### src/rtl/strobe_reg_slave.sv
module strobe_reg_slave #(
  parameter int BASE_ADDR = 'h40,
  parameter int STRIDE    = 2,
  parameter int ADDR_HI   = 7,
  parameter int ADDR_LO   = 1,
  parameter int NREG      = 8,
  parameter int DW        = 8,
  parameter int RW        = 16
) (
  input  logic                     clk,
  input  logic                     rst,
  input  logic [ADDR_HI:ADDR_LO]   bus_addr,
  input  logic [DW-1:0]            bus_wdata,
  input  logic                     bus_en,
  input  logic                     bus_wr,
  output logic                     bus_ack,
  output logic [RW-1:0]            bus_rdata,
  output logic                     bus_sel,
  output logic                     act_wr,
  output logic                     act_rd,
  output logic [$clog2(NREG)-1:0]  act_idx
);
  localparam int BW = ADDR_HI + 1;
  localparam int IW = $clog2(NREG);
  localparam logic [BW-1:0] BASE_V   = BASE_ADDR[BW-1:0];
  localparam logic [BW-1:0] SPAN_V   = BW'(NREG * STRIDE);
  localparam logic [BW-1:0] STRIDE_V = BW'(STRIDE);

  logic [BW-1:0] byte_addr, offset;
  logic          hit;
  logic [IW-1:0] idx;
  logic [DW-1:0] regs [NREG];

  logic          en_d;
  logic          hit_q;
  logic [IW-1:0] idx_q;
  logic [DW-1:0] data_q;
  logic          fall;

  assign byte_addr = {bus_addr, {ADDR_LO{1'b0}}};
  assign offset    = byte_addr - BASE_V;
  assign hit       = (offset < SPAN_V) && ((offset % STRIDE_V) == '0);
  assign idx       = IW'(offset / STRIDE_V);

  assign bus_sel   = bus_en && hit;
  assign bus_rdata = bus_sel ? {{(RW-DW){1'b0}}, regs[idx]} : '0;
  assign fall      = en_d && !bus_en;

  always_ff @(posedge clk or posedge rst) begin
    if (rst) begin
      en_d    <= 1'b0;
      bus_ack <= 1'b0;
      hit_q   <= 1'b0;
      idx_q   <= '0;
      data_q  <= '0;
    end else begin
      en_d    <= bus_en;
      bus_ack <= bus_sel;
      if (bus_en) begin
        hit_q  <= hit;
        idx_q  <= idx;
        data_q <= bus_wdata;
      end
    end
  end

  always_ff @(posedge clk or posedge rst) begin
    if (rst) begin
      act_wr  <= 1'b0;
      act_rd  <= 1'b0;
      act_idx <= '0;
      for (int i = 0; i < NREG; i++) regs[i] <= '0;
    end else begin
      act_wr <= fall && hit_q && bus_wr;
      act_rd <= fall && hit_q && !bus_wr;
      if (fall && hit_q) begin
        act_idx <= idx_q;
        if (bus_wr) regs[idx_q] <= data_q;
      end
    end
  end

  AST_SEL_NEEDS_EN:  assert property (@(posedge clk) disable iff (rst) bus_sel |-> bus_en);
  AST_ACK_FOLLOWS:   assert property (@(posedge clk) disable iff (rst) bus_sel |=> bus_ack);
  AST_ACK_DROPS:     assert property (@(posedge clk) disable iff (rst) !bus_en |=> !bus_ack);
  AST_PULSE_EXCL:    assert property (@(posedge clk) disable iff (rst) !(act_wr && act_rd));
  AST_PULSE_SINGLE:  assert property (@(posedge clk) disable iff (rst) (act_wr || act_rd) |=> !(act_wr || act_rd));
  AST_PULSE_AFTER_DROP: assert property (@(posedge clk) disable iff (rst) (act_wr || act_rd) |-> !$past(bus_en));
endmodule

### config.mk
export PLATFORM = sky130hd
export DESIGN_NAME = strobe_reg_slave
export DESIGN_NICKNAME = d
export VERILOG_FILES = /design/src/rtl/strobe_reg_slave.sv
export SDC_FILE = /design/constraint.sdc
export NUM_CORES = 1
export LEC_CHECK = 0
export BUFFER_PORTS_ARGS = -buffer_cell sky130_fd_sc_hd__buf_2
export CAP_MARGIN = 15
export CELL_PAD_IN_SITES_DETAIL_PLACEMENT = 2
export CELL_PAD_IN_SITES_GLOBAL_PLACEMENT = 2
export CORE_MARGIN = 3
export CORE_UTILIZATION = 37
export DETAILED_ROUTE_END_ITERATION = 7
export PLACE_DENSITY_LB_ADDON = 0.2
export RECOVER_POWER = 50
export REMOVE_ABC_BUFFERS = 1
export SYNTH_ARGS = -nofsm -noshare
export SYNTH_HDL_FRONTEND = slang
export SYNTH_SLANG_ARGS = --single-unit
### constraint.sdc
create_clock -name clk -period 2.78 [get_ports clk]
set_input_delay 0.556 -clock clk [delete_from_list [all_inputs] [get_ports clk]]
set_output_delay 0.556 -clock clk [all_outputs]
set_load 0.01 [all_outputs]
# Word-level counts from Yosys, hierarchy flattened

Index checks and enable logic that the tools add are counted.

Register bits: 83
Output and inout bits: 23

Add/subtract/negate cells: 1
Order comparisons: 4
Multiplexer cells: 7
Bitwise gates (word level): 2
Reductions and logical operators: 11

Operator list:

| kind                                                       | number |
|---|---|
| bitwise mux 64 bit                                         | 1 |
| two-way mux 8 bit                                          | 4 |
| binary-select mux 8 bit (select 3 bit)                     | 1 |
| demux 8 bit (select 3 bit)                                 | 1 |
| greater-or-equal comparator 4 bit, second input constant   | 2 |
| logical NOT 8 bit                                          | 1 |
| less-than comparator 8 x 5 -> 1 bit, second input constant | 1 |
| NOT 3 -> 4 bit                                             | 2 |
| subtractor 8 x 7 -> 8 bit, second input constant           | 1 |
| logical AND 1 bit                                          | 7 |
| less-than comparator 4 x 1 -> 1 bit, second input constant | 1 |
| logical NOT 1 bit                                          | 2 |
| AND reduction 2 bit                                        | 1 |

# Longest topological paths before layout

Gate-level depths: netlist of run 1.

Word-level depth: 6
Mapped depth: 5
Mapped depth without buffers: 3

# Least setup slack after synthesis of run 1

Ideal clock, no wire load.

Path kind: input to output
Start: input bus_addr[2] (netlist bit)
End: output bus_rdata[6]
Data arrival time: 1,596 ps
Required time: 2,224 ps
Path slack: 628 ps
Stages: 5
Path buffers: 2
Cells stage by stage: clkbuf_1 -> buf_2 -> mux2i_1 -> a22o_1 -> nor3_1

Word-level cells in the longest chain between the ends: 6
Elaborated cells on any way between the ends: 9

RTL lines:

| what                                                                                        | line | text |
|---|---|---|
| start: declaration                                                                          | 12   | `input logic [ADDR_HI:ADDR_LO] bus_addr,` |
| subtractor 8 x 7 -> 8 bit *                                                                 | 41   | `assign offset = byte_addr - BASE_V;` |
| parallel branches: the longest is 4 deep, another holds less-than comparator 8 x 5 -> 1 bit | -    |  |
| two-way mux 8 bit *                                                                         | 46   | `assign bus_rdata = bus_sel ? {{(RW-DW){1'b0}}, regs[idx]} : '0;` |
| end: declaration                                                                            | 17   | `output logic [RW-1:0] bus_rdata,` |

Mark *: on every way between the ends. The select of a mux whose other input is x is not followed.

# Worst setup path after layout of run 1

Start: input bus_addr[1] (netlist bit)
End: output bus_rdata[3]

Same word-level chain as after synthesis.

==> run_results.csv, run 1 <==
group,metric,value,unit
setup_path,worst-setup-path-type,"in -> out",
timing,finalHoldViolations,0,
setup_path,critical-path-top-delay-family,"simple AND/OR/NAND/NOR gates",
outcome,outcome,"finished with violations",
detailed_routing,antenna_left,0,
timing,rsz0062_at_grt,"no",
logic_synthesis,netlist_area,3830,sq um
detailed_routing,dr.max_layer_used,"met4",
detailed_routing,met3WireLength,301,um
setup_path,cpPeakStageDelay,0.86,ns
timing,finalClockSkew,0.0106,ns
logic_synthesis,synth_top_area_cell,"dfrtp_1",
global_routing,grt_pass1_wl,15.3,mm
logic_synthesis,ys_warn_count,0,
clocking,clock_path_buffers,2,
cells_and_area,area_growth,13.6,%
global_routing,grt_use_total,18.2,%
floorplanning,dieHeight,108,um
clocking,post-cts-setup-buffer-count,0,
detailed_routing,wl_per_cell,21.6,um
setup_path,cp_max_fo,8,
detailed_routing,drt_iter0_markers,45,
clocking,clk_latency,0.36,ns
timing,min_period,2.60,ns
job,maxCapViolCount,1,
detailed_routing,num_vias,2349,
clocking,path_clk_slew,0.08,ns
place,port_buffers,33,
pwr,power,2.46,mW
timing,slew_headroom,-14.9,%
clocking,post_cts_resize_count,0,
global_routing,antenna_found_initial,1,
floorplanning,rows,36,
timing,setup_violations,0,
setup_path,start_kind,"input pin",
place,routabilityCongestion,0.685,
floorplanning,die-area,11600,sq um
detailed_routing,firstDrtPassIters,6,
logic_synthesis,synth_cell_types,31,
outcome,violations,"max-capacitance violations, max-slew violations",
setup_path,worst_path_max_delay_cell,"nor2b_1",
detailed_routing,wl_met2,4.88,mm
pwr,power_density,566,nW/um^2
floorplanning,die_w,108,um
timing,clock.fmax,385,MHz
logic_synthesis,syn_avg_cell_area,14.2,sq um
clocking,htreeDepth,3,
logic_synthesis,synth-seq-cells,83,
setup_path,path_cells,"buf_2 > nor2b_1 > a22o_1 > nor3_1 > buf_2",
timing,tightest_slew,1.71,ns
clocking,cts_root_buffer,"clkbuf_8",
logic_synthesis,synth_area_leaders,"dfrtp_1 54%, mux2_2 24%, mux2i_1 4.2%",
cells_and_area,fin_nets,331,
place,dpl.hpwl,6.16,mm
setup_path,required,2.22,ns
detailed_routing,viasPerCell,5.23,
global_routing,grt_max_degree,49,
detailed_routing,drt-met1-wl,4.35,mm
pwr,peakVddDrop,261,uV
detailed_routing,routed_wl,9.69,mm
cells_and_area,drive_gt1_share,49.4,%
global_routing,grt_overflow_total,0,
cells_and_area,antennaDiodeCount,0,
logic_synthesis,ys_seq_area_share,54.2,%
logic_synthesis,synth_top_area_share,54.2,%
floorplanning,initial_core_util,38.7,%
clocking,cts_hold_buffers,0,
timing,maxSlewViolCount,36,
pwr,p_leak,2.24,nW
setup_path,worst_path_most_repeated_cell,"buf_2",
floorplanning,ioPinCount,42,
setup_path,worst-path-buf-inv,2,
timing,period_share,93.5,%
detailed_routing,drc,0,
clocking,cts_sinks,83,
clocking,numCtsBuffers,9,
clocking,cts_tree,"done",
logic_synthesis,syn_inst,270,
setup_path,crit_cells,5,
floorplanning,core,9910,sq um
timing,final.setup.tns,0,ns
global_routing,grt_pass1_vias,2622,
min_path,holdPathStages,2,
setup_path,setup.worst_path.end_class,"output port",
setup_path,cp.arrival,2.04,ns
min_path,hold_path_class,"in -> reg",
setup_path,reg2regPathDepth,3,
[final cells by class]
type,instances,area [sq um]
clock buffers,11,141
clock inverters,4,51.3
fillers,1002,5560
inverters,5,20.0
multi-input cells,169,1640
flip-flops and latches,83,2080
well taps,133,166
repair buffers,44,260
[routing by layer]
| metal | vias up | GRT usage [%] |
|---|---|---|
| met4 | 0 | 6.49 |
| met5 | - | 0 |
| met3 | 12 | 3.00 |
| met2 | 45 | 31.5 |
| li1 | 1042 | - |
| met1 | 1250 | 22.9 |
[sequential cells by signal, summed over array words and instances, names as in the netlist]
name and flops:
regs 64, data_q 8, act_idx 3, idx_q 3, act_rd 1, act_wr 1
bus_ack 1, en_d 1, hit_q 1
[power by group]
part           internal [mW]  switching [mW]  leakage [nW]
clock network          0.436           0.453        0.0954
registers               1.27          0.0645          1.12
logic                  0.115           0.123          1.02
total                   1.82           0.640          2.24
[path summary, 6_finish.rpt]
kind / from / to / slack (ns)
min: bus_wr / act_rd / 0.41
min reg2reg: act_idx[2] / act_idx[2] / 0.48
min in group asynchronous: rst / data_q[0] / 0.60
max reg2reg: idx_q[0] / regs[28] / 0.97
max: bus_addr[1] / bus_rdata[3] / 0.18
max in group asynchronous: rst / regs[11] / 1.28
[logic make-up after synthesis]
kind of cell	after synthesis	share of synthesized area, %
buffers and inverters	25	3.79
AOI/OAI and AO/OA	19	3.53
other	1	0.0978
and+or+nand+nor	35	6.69
DFF	83	54.2
muxes	107	31.7
[cell usage after synthesis (all sizes together)]
master	count
or4	1
mux2	91
buf	16
nand2	7
nand4b	1
nor4b	2
inv	5
and3	1
nor2	5
o22ai	8
nor3	9
nor4	1
nand3	2
nor2b	1
conb	1
nand3b	1
clkbuf	4
mux2i	16
nand2b	2
o21ai	3
nand4	2
a22o	8
dfrtp	83
[metrics by stage]
stage | utilization [%] | hold slack (ns) | instance area [sq um] | std cells | worst slack (ns)
3_5_place_dp | 42.1 | 0.474 | 4170 | 434 | 0.214
6_report | 43.9 | 0.406 | 4350 | 449 | 0.180
5_1_grt | 43.9 | 0.404 | 4350 | 449 | 0.154
3_3_place_gp | 42.1 | 0.457 | 4170 | 434 | 0.231
2_1_floorplan | - | 0.474 | 3730 | 257 | 0.0872
4_1_cts | 44.1 | 0.279 | 4370 | 449 | 0.195
[placed cells by master, fill, tap and decap left out, types with 6 or more instances in the layout]
cell	count
a22o_1	8
buf_2	32
buf_4	6
clkbuf_8	10
conb_1	8
dfrtp_1	83
mux2_2	83
mux2_4	8
mux2i_1	16
nand2_1	7
nor3_1	8
o22ai_1	8
Power figures use the tool's default switching activity.
==> inputs of run 2 (changes only) <==
- CORE_MARGIN: 3 -> 2
- SETUP_SLACK_MARGIN: not set -> 0.5
==> run_results.csv, run 2 (same netlist as run 1, synthesis figures left out) <==
group,metric,value,unit
detailed_routing,antenna_left,0,
detailed_routing,routed_wl,9.80,mm
floorplanning,die_w,106,um
detailed_routing,drc,0,
clocking,htreeDepth,3,
timing,finalClockSkew,0.0106,ns
setup_path,critical-path-top-delay-family,"buffers and inverters",
cells_and_area,fin_nets,333,
timing,rsz0062_at_grt,"no",
pwr,p_clk_share,36.0,%
timing,min_period,2.34,ns
global_routing,grt_use_total,18.6,%
cells_and_area,final_cell_mix,"83 x mux2_2, 83 x dfrtp_1, 31 x buf_2",
floorplanning,rows,37,
floorplanning,core,10200,sq um
global_routing,grt_overflow_total,0,
global_routing,antenna_found_initial,0,
min_path,hold_path_class,"in -> reg",
timing,finalHoldViolations,0,
timing,final.setup.tns,0,ns
pwr,intPower,1.84,mW
cells_and_area,multi_input_area,1650,sq um
setup_path,start_kind,"input pin",
cells_and_area,antennaDiodeCount,0,
setup_path,worst_path_most_repeated_cell,"clkbuf_1",
cells_and_area,final_cell_area,4440,sq um
global_routing,grt_pass1_wl,15.2,mm
cells_and_area,regMostFlops,"regs",
detailed_routing,drt_iter0_markers,43,
detailed_routing,num_vias,2345,
timing,maxSlewViolCount,37,
cells_and_area,final_cells,455,
pwr,p_leak,2.27,nW
clocking,cts_sinks,83,
place,routabilityCongestion,0.722,
setup_path,path_cells,"clkbuf_1 > clkbuf_1 > clkbuf_1 > nand3b_1 > mux2_2",
place,port_buffers,33,
cells_and_area,n_fill_cell,1019,
global_routing,grt_max_degree,48,
clocking,clk_latency,0.36,ns
floorplanning,initial_core_util,37.6,%
floorplanning,die-area,11200,sq um
place,preCtsSetupSlack,0.363,ns
timing,hold_ws,0.398,ns
pwr,p_sw_share,25.9,%
place,detailed_place.area,4160,sq um
detailed_routing,firstDrtPassIters,4,
cells_and_area,reg_top3,"regs x64, data_q x8",
clocking,clock_path_buffers,2,
pwr,p_comb_share,10.1,%
cells_and_area,area_growth,15.9,%
setup_path,cp.arrival,2.58,ns
timing,slew_headroom,-25.9,%
setup_path,cp_max_fo,13,
outcome,violations,"max-capacitance violations, max-slew violations",
clocking,path_clk_slew,0.09,ns
setup_path,required,3.03,ns
pwr,peakVddDrop,270,uV
clocking,cts_root_buffer,"clkbuf_8",
timing,tightest_slew,1.88,ns
global_routing,grt_pass1_vias,2622,
detailed_routing,viasPerCell,5.15,
timing,period_share,84.1,%
cells_and_area,drive_gt1_share,51.7,%
pwr,power_frac_seq,53.9,%
timing,setup_violations,0,
place,dp.cells,435,
setup_path,worst_path_max_delay_cell,"clkbuf_1",
clocking,numCtsBuffers,9,
timing,setup_slack,0.443,ns
job,maxCapViolCount,1,
timing,clock.fmax,428,MHz
cells_and_area,largest_reg_flops,64,
clocking,cts_tree,"done",
setup_path,setup.worst_path.end_class,"flip-flop",
place,dpl.hpwl,6.24,mm
detailed_routing,wl_per_cell,21.5,um
pwr,p_switching,642,uW
cells_and_area,regArea,2080,sq um
floorplanning,ioPinCount,42,
floorplanning,dieHeight,106,um
outcome,outcome,"finished with violations",
pwr,power_density,559,nW/um^2
setup_path,worst-setup-path-type,"in -> reg",
setup_path,cpPeakStageDelay,0.78,ns
setup_path,worst-path-buf-inv,3,
run 2: changes by cell type in the layout (fill, tap and decap cells not counted), sizes merged:
cell	previous run	this run
clkinvlp	2	3
clkbuf	15	17
run 2: per-layer routing:
layer,global-route usage [%],wire length (um),up-vias
li1,-,-,1053
met1,24.0,4530,1235
met2,31.7,4850,45
met3,3.83,287,12
met4,5.45,137,0
met5,0,0,-
run 2: worst reg2reg max path, stage by stage (launching register included):
cell and delay [ns]:
dfrtp_1 0.43, nor2_1 0.38, nand4_2 0.48, mux2_2 0.45
run 2: worst paths after layout:
| path | start | to | slack [ns] | cells past startpoint |
|---|---|---|---|---|
| worst max-delay path | bus_en | act_idx[0] | 0.44 | 5 |
| worst min-delay path | bus_wr | act_rd | 0.40 | 2 |
| worst max register to register | idx_q[0] | regs[10] | 0.93 | 3 |
| worst min register to register | regs[8] | regs[8] | 0.51 | 1 |
| max in group asynchronous | rst | regs[2] | 1.20 | 3 |
| min in group asynchronous | rst | idx_q[1] | 0.66 | 2 |
run 2: through the flow:
stage / util, % / total power, mW
final: 43.6 / 2.48
after global routing: 43.6 / 2.59
after CTS: 42.9 / 2.51
after detailed placement: 40.9 / 1.61
after global placement: 40.9 / 1.59
after floorplan: - / 1.49
run 2: power by group through the flow:
stage	logic [mW]	registers [mW]	clock network (mW)
floorplan	0.144	1.35	0
global placement	0.237	1.36	0
detailed placement	0.243	1.36	0
CTS	0.244	1.34	0.929
global route	0.275	1.35	0.964
finish	0.250	1.34	0.893
run 2: final cells by class:
type | count | area share [%]
clock inverter | 5 | 1.41
tap | 136 | 3.83
multi-input combinational | 169 | 37.2
inverter | 5 | 0.451
sequential | 83 | 46.8
clock buffer | 11 | 3.18
timing repair buffer | 46 | 7.13
run 2: timing repair:
action,CTS,global route
pin swaps,0,1
hold buffers,0,0
setup buffers,0,2
setup endpoints to repair,8,9
resized for setup,2,5
cloned,0,2
